$ cat src/rtl/pwalk_pkg.sv
package pwalk_pkg;

  typedef enum logic [2:0] {
    ST_IDLE,
    ST_ISSUE,
    ST_WAIT,
    ST_NEXT,
    ST_DONE,
    ST_FAULT
  } walk_state_e;

  // Entry bit positions that the walk decodes
  localparam int unsigned ENT_VALID_BIT = 0;
  localparam int unsigned ENT_FLAG_LSB  = 1;
  localparam int unsigned ENT_FLAG_W    = 4;

endpackage

$ cat src/rtl/pw_index_sel.sv
module pw_index_sel #(
  parameter int unsigned LEVELS = 4,
  parameter int unsigned IDX_W  = 9,
  localparam int unsigned VPN_W  = LEVELS * IDX_W,
  localparam int unsigned STEP_W = (LEVELS > 1) ? $clog2(LEVELS) : 1
) (
  input  logic [VPN_W-1:0]  vpn,
  input  logic [STEP_W-1:0] step,
  output logic [IDX_W-1:0]  idx
);

  logic [IDX_W-1:0] field [LEVELS];

  // Level 0 takes the most significant slice.
  for (genvar g = 0; g < LEVELS; g++) begin : g_slice
    assign field[g] = vpn[(LEVELS-1-g)*IDX_W +: IDX_W];
  end

  always_comb begin
    idx = '0;
    for (int i = 0; i < LEVELS; i++) begin
      if (step == STEP_W'(i)) idx = field[i];
    end
  end

endmodule

$ cat src/rtl/pw_entry_dec.sv
module pw_entry_dec
  import pwalk_pkg::*;
#(
  parameter int unsigned ENTRY_W  = 64,
  parameter int unsigned OFFSET_W = 12,
  parameter int unsigned PPN_W    = 28
) (
  input  logic [ENTRY_W-1:0]    entry,
  output logic                  ent_valid,
  output logic [PPN_W-1:0]      ent_ppn,
  output logic [ENT_FLAG_W-1:0] ent_flags
);

  assign ent_valid = entry[ENT_VALID_BIT];
  assign ent_ppn   = entry[OFFSET_W +: PPN_W];
  assign ent_flags = entry[ENT_FLAG_LSB +: ENT_FLAG_W];

endmodule

$ cat src/rtl/pw_ctrl.sv
module pw_ctrl
  import pwalk_pkg::*;
#(
  parameter int unsigned LEVELS = 4,
  parameter int unsigned IDX_W  = 9,
  parameter int unsigned ENT_LG = 3,
  parameter int unsigned PPN_W  = 28,
  localparam int unsigned VPN_W  = LEVELS * IDX_W,
  localparam int unsigned STEP_W = (LEVELS > 1) ? $clog2(LEVELS) : 1,
  localparam int unsigned PA_W   = PPN_W + IDX_W + ENT_LG
) (
  input  logic                  clk,
  input  logic                  rst_n,
  input  logic                  req_valid,
  output logic                  req_ready,
  input  logic [VPN_W-1:0]      req_vpn,
  input  logic [PPN_W-1:0]      req_root,
  output logic                  rsp_valid,
  input  logic                  rsp_ready,
  output logic                  rsp_fault,
  output logic [STEP_W-1:0]     rsp_fault_level,
  output logic [PPN_W-1:0]      rsp_ppn,
  output logic [ENT_FLAG_W-1:0] rsp_flags,
  output logic                  mem_req_valid,
  input  logic                  mem_req_ready,
  output logic [PA_W-1:0]       mem_req_addr,
  input  logic                  mem_rsp_valid,
  input  logic                  ent_valid,
  input  logic [PPN_W-1:0]      ent_ppn,
  input  logic [ENT_FLAG_W-1:0] ent_flags,
  output logic [VPN_W-1:0]      vpn_q,
  output logic [STEP_W-1:0]     step_q,
  input  logic [IDX_W-1:0]      idx
);

  localparam logic [STEP_W-1:0] LAST_STEP = STEP_W'(LEVELS - 1);

  walk_state_e           state_q;
  logic [PPN_W-1:0]      base_q;
  logic [PPN_W-1:0]      ppn_q;
  logic [ENT_FLAG_W-1:0] flags_q;
  logic [STEP_W-1:0]     flt_lvl_q;

  always_ff @(posedge clk or negedge rst_n) begin
    if (!rst_n) begin
      state_q   <= ST_IDLE;
      base_q    <= '0;
      vpn_q     <= '0;
      step_q    <= '0;
      ppn_q     <= '0;
      flags_q   <= '0;
      flt_lvl_q <= '0;
    end else begin
      unique case (state_q)
        ST_IDLE: if (req_valid) begin
          vpn_q     <= req_vpn;
          base_q    <= req_root;
          step_q    <= '0;
          ppn_q     <= '0;
          flags_q   <= '0;
          flt_lvl_q <= '0;
          state_q   <= ST_ISSUE;
        end
        ST_ISSUE: if (mem_req_ready) state_q <= ST_WAIT;
        ST_WAIT: if (mem_rsp_valid) begin
          if (!ent_valid) begin
            flt_lvl_q <= step_q;
            state_q   <= ST_FAULT;
          end else if (step_q == LAST_STEP) begin
            ppn_q   <= ent_ppn;
            flags_q <= ent_flags;
            state_q <= ST_DONE;
          end else begin
            base_q  <= ent_ppn;
            state_q <= ST_NEXT;
          end
        end
        ST_NEXT: begin
          step_q  <= step_q + 1'b1;
          state_q <= ST_ISSUE;
        end
        ST_DONE, ST_FAULT: if (rsp_ready) state_q <= ST_IDLE;
        default: state_q <= ST_IDLE;
      endcase
    end
  end

  assign req_ready       = (state_q == ST_IDLE);
  assign mem_req_valid   = (state_q == ST_ISSUE);
  assign mem_req_addr    = {base_q, idx, {ENT_LG{1'b0}}};
  assign rsp_valid       = (state_q == ST_DONE) || (state_q == ST_FAULT);
  assign rsp_fault       = (state_q == ST_FAULT);
  assign rsp_fault_level = flt_lvl_q;
  assign rsp_ppn         = ppn_q;
  assign rsp_flags       = flags_q;

  assert_mem_hold_R7: assert property (@(posedge clk) disable iff (!rst_n)
    mem_req_valid && !mem_req_ready |=> mem_req_valid && $stable(mem_req_addr));

  assert_rsp_hold_R8: assert property (@(posedge clk) disable iff (!rst_n)
    rsp_valid && !rsp_ready |=> rsp_valid
      && $stable({rsp_fault, rsp_fault_level, rsp_ppn, rsp_flags}));

  assert_idle_only_R2: assert property (@(posedge clk) disable iff (!rst_n)
    req_ready |-> !rsp_valid && !mem_req_valid);

  assert_fault_clean_R5: assert property (@(posedge clk) disable iff (!rst_n)
    rsp_valid && rsp_fault |-> rsp_ppn == '0 && rsp_flags == '0);

  assert_ok_level_R6: assert property (@(posedge clk) disable iff (!rst_n)
    rsp_valid && !rsp_fault |-> rsp_fault_level == '0);

endmodule

$ cat src/rtl/pt_walker.sv
module pt_walker
  import pwalk_pkg::*;
#(
  parameter int unsigned LEVELS  = 4,
  parameter int unsigned IDX_W   = 9,
  parameter int unsigned ENTRY_W = 64,
  parameter int unsigned PA_W    = 40,
  localparam int unsigned ENT_LG   = $clog2(ENTRY_W / 8),
  localparam int unsigned OFFSET_W = IDX_W + ENT_LG,
  localparam int unsigned PPN_W    = PA_W - OFFSET_W,
  localparam int unsigned VPN_W    = LEVELS * IDX_W,
  localparam int unsigned STEP_W   = (LEVELS > 1) ? $clog2(LEVELS) : 1
) (
  input  logic                  clk,
  input  logic                  rst_n,
  input  logic                  req_valid,
  output logic                  req_ready,
  input  logic [VPN_W-1:0]      req_vpn,
  input  logic [PPN_W-1:0]      req_root,
  output logic                  rsp_valid,
  input  logic                  rsp_ready,
  output logic                  rsp_fault,
  output logic [STEP_W-1:0]     rsp_fault_level,
  output logic [PPN_W-1:0]      rsp_ppn,
  output logic [ENT_FLAG_W-1:0] rsp_flags,
  output logic                  mem_req_valid,
  input  logic                  mem_req_ready,
  output logic [PA_W-1:0]       mem_req_addr,
  input  logic                  mem_rsp_valid,
  input  logic [ENTRY_W-1:0]    mem_rsp_data
);

  logic                  ent_valid;
  logic [PPN_W-1:0]      ent_ppn;
  logic [ENT_FLAG_W-1:0] ent_flags;
  logic [VPN_W-1:0]      vpn_q;
  logic [STEP_W-1:0]     step_q;
  logic [IDX_W-1:0]      idx;

  pw_entry_dec #(
    .ENTRY_W (ENTRY_W),
    .OFFSET_W(OFFSET_W),
    .PPN_W   (PPN_W)
  ) u_dec (
    .entry    (mem_rsp_data),
    .ent_valid(ent_valid),
    .ent_ppn  (ent_ppn),
    .ent_flags(ent_flags)
  );

  pw_index_sel #(
    .LEVELS(LEVELS),
    .IDX_W (IDX_W)
  ) u_idx (
    .vpn (vpn_q),
    .step(step_q),
    .idx (idx)
  );

  pw_ctrl #(
    .LEVELS(LEVELS),
    .IDX_W (IDX_W),
    .ENT_LG(ENT_LG),
    .PPN_W (PPN_W)
  ) u_ctrl (
    .clk            (clk),
    .rst_n          (rst_n),
    .req_valid      (req_valid),
    .req_ready      (req_ready),
    .req_vpn        (req_vpn),
    .req_root       (req_root),
    .rsp_valid      (rsp_valid),
    .rsp_ready      (rsp_ready),
    .rsp_fault      (rsp_fault),
    .rsp_fault_level(rsp_fault_level),
    .rsp_ppn        (rsp_ppn),
    .rsp_flags      (rsp_flags),
    .mem_req_valid  (mem_req_valid),
    .mem_req_ready  (mem_req_ready),
    .mem_req_addr   (mem_req_addr),
    .mem_rsp_valid  (mem_rsp_valid),
    .ent_valid      (ent_valid),
    .ent_ppn        (ent_ppn),
    .ent_flags      (ent_flags),
    .vpn_q          (vpn_q),
    .step_q         (step_q),
    .idx            (idx)
  );

  // Walk bookkeeping observed from the ports, for checking only
  logic              rd_open_q;
  logic [STEP_W:0]   rd_cnt_q;

  always_ff @(posedge clk or negedge rst_n) begin
    if (!rst_n) begin
      rd_open_q <= 1'b0;
      rd_cnt_q  <= '0;
    end else begin
      if (mem_req_valid && mem_req_ready) rd_open_q <= 1'b1;
      else if (mem_rsp_valid)             rd_open_q <= 1'b0;
      if (req_valid && req_ready)              rd_cnt_q <= '0;
      else if (mem_req_valid && mem_req_ready) rd_cnt_q <= rd_cnt_q + 1'b1;
    end
  end

  assert_single_out_R7: assert property (@(posedge clk) disable iff (!rst_n)
    rd_open_q |-> !mem_req_valid);

  assert_four_reads_R6: assert property (@(posedge clk) disable iff (!rst_n)
    rsp_valid && !rsp_fault |-> rd_cnt_q == (STEP_W+1)'(LEVELS));

  assert_fault_stop_R5: assert property (@(posedge clk) disable iff (!rst_n)
    rsp_valid && rsp_fault |-> rd_cnt_q == {1'b0, rsp_fault_level} + 1'b1);

endmodule

$ cat config.mk
export PLATFORM = sky130hd
export DESIGN_NAME = pt_walker
export DESIGN_NICKNAME = d
export VERILOG_FILES = /design/src/rtl/pwalk_pkg.sv /design/src/rtl/pw_index_sel.sv /design/src/rtl/pw_entry_dec.sv /design/src/rtl/pw_ctrl.sv /design/src/rtl/pt_walker.sv
export SDC_FILE = /design/constraint.sdc
export NUM_CORES = 1
export LEC_CHECK = 0
export BUFFER_PORTS_ARGS = -buffer_cell sky130_fd_sc_hd__buf_2
export CAP_MARGIN = 20
export CELL_PAD_IN_SITES_DETAIL_PLACEMENT = 1
export CELL_PAD_IN_SITES_GLOBAL_PLACEMENT = 2
export CORE_ASPECT_RATIO = 0.8
export CORE_MARGIN = 2
export CORE_UTILIZATION = 32
export CTS_CLUSTER_DIAMETER = 120
export CTS_CLUSTER_SIZE = 16
export DETAILED_ROUTE_END_ITERATION = 7
export HOLD_SLACK_MARGIN = 0.15
export PLACE_DENSITY = 0.88
export SYNTH_ARGS = -nofsm -noshare
export SYNTH_HDL_FRONTEND = slang
export SYNTH_HIERARCHICAL = 1
export SYNTH_SLANG_ARGS = --single-unit
$ cat constraint.sdc
create_clock -name clk -period 3 [get_ports clk]
set_clock_uncertainty 0.15 [all_clocks]
set_input_delay 0.6 -clock clk [delete_from_list [all_inputs] [get_ports clk]]
set_output_delay 0.6 -clock clk [all_outputs]
set_load 0.02 [all_outputs]
* Word-level counts from Yosys, hierarchy flattened
Cells that the tools add are included.
** Operators by class
- Multiplexer cells :: 31
- Equal/unequal tests :: 16
- Add/subtract/negate cells :: 1
- Reductions and logical operators :: 12
** Operators with widths (number)
- $mux W28 :: 8
- $pmux W28 S2 :: 2
- $mux W9 :: 4
- $mux W3 :: 6
- $mux W4 :: 4
- $pmux W3 S5 :: 1
- $ne A2 B2 Y1 const B :: 6
- $reduce_and A5 Y1 :: 2
- $pmux W2 S2 :: 2
- $pmux W4 S2 :: 1
- $reduce_and A4 Y1 :: 2
- $eq A3 B2 Y1 const B :: 2
- $eq A3 B3 Y1 const B :: 2
- $mux W2 :: 3
- $eq A2 B2 Y1 const B :: 2
- $ne A2 B1 Y1 const B :: 2
- $reduce_and A2 Y1 :: 2
- $reduce_bool A2 Y1 :: 2
- $eq A3 B1 Y1 const B :: 1
- $logic_not A3 Y1 :: 1
- $add A2 B1 Y2 const B :: 1
- $eq A2 B1 Y1 const B :: 1
- $logic_not A2 Y1 :: 1
- $reduce_or A2 Y1 :: 1
- $logic_or A1 B1 Y1 :: 1
** Storage, ports and cells
- Output and inout bits :: 78
- Logic and storage cells :: 67
- Flip-flop bits (word level) :: 103

* Depth between registers and ports, before layout
- Depth in word-level cells :: 5
- Mapped depth :: 5
- Depth with buffers taken out :: 4

* Modules after synthesis
Netlist, hierarchy kept.
** By module, submodules not included
- pw_ctrl :: area an instance 4282.9 um^2, cells each 314, instances 1
- pw_entry_dec :: area an instance 247.7 um^2, cells each 33, instances 1
- pw_index_sel :: area an instance 219.0 um^2, cells each 11, instances 1

* Worst setup path after synthesis
Ideal clock, no wire load.
- Path type :: reg-to-output
- From :: register u_ctrl.state_q[1]
- To :: output port rsp_fault
- Cell stages (with the launch flop) :: 6
- Arrival time :: 1272 ps
- Slack :: 978 ps
- Required time :: 2250 ps
- Cells stage by stage :: dfrtp_1 -> buf_4 -> clkbuf_1 -> nand2b_1 -> inv_1 -> and2_1
** On the way
- Word-level cells in the longest chain between the ends :: 1
** Ends and longest elaborated chain
- start: declaration :: line pw_ctrl.sv:38 : walk_state_e state_q;
- start signal: assignment :: line pw_ctrl.sv:46 : state_q <= ST_IDLE;
- start signal: assignment :: line pw_ctrl.sv:62 : state_q <= ST_ISSUE;
- start signal: assignment :: line pw_ctrl.sv:64 : ST_ISSUE: if (mem_req_ready) state_q <= ST_WAIT;
- $eq A3 B3 Y1 :: line pw_ctrl.sv:92 : assign rsp_fault = (state_q == ST_FAULT);
- end: declaration :: line pt_walker.sv:22 : output logic rsp_fault,
Every way passes these cells.

* Worst setup path in the final report
- From :: register u_ctrl.step_q[0]
- To :: output port mem_req_addr[11]
** On the way
- Word-level cells in the longest chain between the ends :: 5
- Elaborated cells on any way between the ends :: 8
- Those cells by class :: 3 x eq/ne; 4 x mux; 1 x reduce/logical
** Ends and longest elaborated chain
- start: declaration :: line pw_ctrl.sv:32 : output logic [STEP_W-1:0] step_q,
- start signal: assignment :: line pw_ctrl.sv:79 : step_q <= step_q + 1'b1;
- $logic_not A2 Y1 :: line pw_index_sel.sv:22 : if (step == STEP_W'(i)) idx = field[i];
- $mux W9 (3 in a row) :: line pw_index_sel.sv:22
- $mux W9 * :: line pw_index_sel.sv:22
- end: declaration :: line pt_walker.sv:28 : output logic [PA_W-1:0] mem_req_addr,
Mark *: on every way between the ends. The rest lies on a longest branch, timed or not.

==> summary.txt <==
Crit-path cells: mux4_2 > buf_2
CTS tree: yes
Post-Synth Adder-Cell Area: 0.00527
Post-synthesis sequential area ratio: 0.543
Core area: 14,400 µm²
Cell with the most instances after synthesis: dfrtp_1
Top FF cell, synth: dfrtp_1
Port bufs: 177
Post-Syn Area: 4750 µm²
Synthesized area per cell: 13.3 µm²
Crit share post-route: 0.926
Storage element area: 2580 µm²
Crit path kind: flip-flop to output pin
Largest net degree at the start of global routing: 65
Netlist cell types: 41
Footprint of the multi-input gates: 1720 µm²
GRT Residual Overflow: 0
Max_cap viols: 0
Worst Hold Class: input pin to flip-flop
Initial antenna violation count: 0
Number of global-route vias before repair: 3,694
Reg2Reg Setup Slack: 0.48 ns
Warnings, synthesis: 6
CTS H-tree lvls: 3
Minimum clock period: 2.78 ns
Worst r2r path cells: 5
Setup TNS Final: 0 ns
ANT cells: 0
Clk pwr share: 0.212
Die W: 140 µm
Final core occ: 0.406
Maximum clock path buffer count: 2
Clk_lat worst skew: 0.35 ns
CTS Root Cell: clkbuf_16
CP Data Arrival Time: 2.03 ns
Worst endpoint required time: 2.25 ns
Area growth syn-to-layout: 23.0%
Worst-case vdd ir drop: 0.000303 V
Total die area: 15,800 µm²
ANT nets after route: 0
Die H: 113 µm
Post-synthesis xor/xnor area fraction: 0
Switching part of the total power: 0.360
Reg power frac: 0.398
Post-DP HPWL: 9100 µm
Worst-path clk slew: 0.07 ns
Logic pwr share: 0.390
Psw: 0.00200 W
Num CTS Buffers: 9
Reg2reg end: u_ctrl/base_q[19]
CP startpoint: u_ctrl/step_q[0]
Starting Density: 0.330
Synth top area cells: dfrtp_1 54%, buf_4 7.4%, mux2_2 7.1%, a221o_1 5.9%, a22o_1 5.9%
RSZ-0062 raised after global routing: no
Pwr dens: 952 nW/µm²
Crit path launch type: flip-flop
Routed wire length per instance: 18.4 µm
I/O Pins: 212
Outcome: finished, final reports clean
Synth Area in Compound Gates: 0.138
CP Depth: 2
Cell taking the most area after synthesis: dfrtp_1
Critical path endpoint category: output pin
Largest family of logic cells by synthesized area: compound AO/OA/AOI/OAI gates
GP Congestion: 0.733
Mux cell area share after synthesis: 0.128
Internal: 0.00356 W
CP top delay family: flip-flops
Least-Margin Pin Slew: 0.846 ns
Max-slew headroom: 0.436
Worst path max stage delay: 0.89 ns
Final Net Count: 626
Number of synthesized flops with an enable pin: 0
Vias per cell: 4.96
Drt pass-1 iters: 4
Final setup viols: 0
Bufs and invs on worst path: 1
All-Layer GR Usage: 0.162
Share of layout cells above drive strength 1: 0.499
Async S/R FF share, synth: 1.00
Simple-gate share of the synthesized area: 0.0830
Share of the synthesized area in the top cell type: 0.543
Fillers: 1,578
LEAKAGE: 2.92 nW
Slowest CP cell: dfrtp_1
CTS sink cnt: 103
Setup crit end: mem_req_addr[11]
Routed WL: 12,500 µm
Synth Register Bits: 103
Synth top cells by count: 103 x dfrtp_1, 47 x buf_4, 32 x a22o_1
Initial DRC Count: 116
Residual DRC: 0
Post_cts resized: 0
Max Fclk: 360 MHz
First-pass GRT wire length: 20,100 µm
Row Count: 39
RR Startpoint: u_ctrl/step_q[0]
Hold slack: 0.308 ns
Worst-path fanout max: 15
Hold Vio Cnt, Final: 0
Gate Count Post-Synth: 358
Fin. max-slew vios: 0
DR vias: 3,369
[cells in the final DEF, fill, tap and decap left out, drive strengths merged, types with 3 or more instances in the layout]
cell | Yosys | routed
o211ai | 3 | 3
inv | 6 | 7
nand3 | 4 | 4
buf | 59 | 185
clkbuf | 8 | 11
mux2 | 36 | 36
and2 | 29 | 29
a21oi | 3 | 3
conb | 1 | 3
nand2 | 6 | 6
dfrtp | 103 | 103
a22o | 32 | 32
a221o | 28 | 28
mux4 | 9 | 9
nor2b | 5 | 5
nor3 | 3 | 3
nor2 | 4 | 4
[sequential cells by signal, indices dropped and copies added, names as in the netlist]
register                count
u_ctrl/vpn_q               36
u_ctrl/base_q              28
u_ctrl/rsp_ppn             28
u_ctrl/rsp_flags            4
u_ctrl/state_q              3
u_ctrl/rsp_fault_level      2
u_ctrl/step_q               2
[final cells by class]
cell class | count | area share
Clock buffer | 11 | 0.0415
Clock inverter | 5 | 0.00964
Inverter | 6 | 0.00385
Multi-Input combinational cell | 184 | 0.294
Sequential cell | 103 | 0.441
Tap cell | 184 | 0.0394
Timing Repair Buffer | 186 | 0.170
[worst min-delay path by stage]
| stage | startpoint | endpoint | cells past startpoint |
|---|---|---|---|
| after floorplan | rst_n | u_ctrl/base_q[0] | 0 |
| after global placement | u_ctrl/vpn_q[23] | u_ctrl/vpn_q[23] | 1 |
| after detailed placement | u_ctrl/vpn_q[16] | u_ctrl/vpn_q[16] | 1 |
| after CTS | rsp_ready | u_ctrl/state_q[2] | 2 |
| after global routing | rsp_ready | u_ctrl/state_q[2] | 2 |
| final | rsp_ready | u_ctrl/state_q[2] | 2 |
[routing by layer]
metal	wire length, µm	GRT usage
met3	755	0.0402
met2	6180	0.274
met5	0	0
met1	5390	0.206
met4	187	0.0492
[through the flow]
step / cells / power [W] / instance area [µm²] / setup slack, ns
2_1_floorplan: 360 / 0.00382 / 4760 / 0.978
5_1_grt: 679 / 0.00592 / 5840 / 0.0540
3_5_place_dp: 662 / 0.00444 / 5530 / 0.424
6_report: 679 / 0.00557 / 5840 / 0.221
3_3_place_gp: 662 / 0.00432 / 5530 / 0.519
4_1_cts: 679 / 0.00566 / 5840 / 0.133
[logic make-up after synthesis]
family / after synthesis
and+or+nand+nor: 61
AOI/OAI and AO/OA: 73
adders and majority gates: 2
DFF: 103
buffers and inverters: 73
muxes: 45
other: 1
[worst register-to-register path, delay by kind of cell (launching register included)]
| family | cells | cell delay (ns) |
|---|---|---|
| buffers and inverters | 1 | 0.30 |
| AOI/OAI and AO/OA | 2 | 0.71 |
| adders and majority gates | 1 | 0.45 |
| DFF | 1 | 0.69 |
| and+or+nand+nor | 1 | 0.11 |
[power groups by stage]
stage               Sequential, W  Combinational (W)  Clock [W]
global placement          0.00220            0.00212          0
CTS                       0.00222            0.00220    0.00123
finish                    0.00222            0.00217    0.00118
detailed placement        0.00224            0.00220          0
floorplan                 0.00235            0.00147          0
global route              0.00231            0.00233    0.00128
[what timing repair did]
| item | 4_1_cts | 5_1_grt |
|---|---|---|
| hold endpoints to repair | 7 | 0 |
| buffers inserted | 0 | 0 |
| hold buffers | 1 | 0 |
Note: power is estimated with default switching activity, not from simulation.
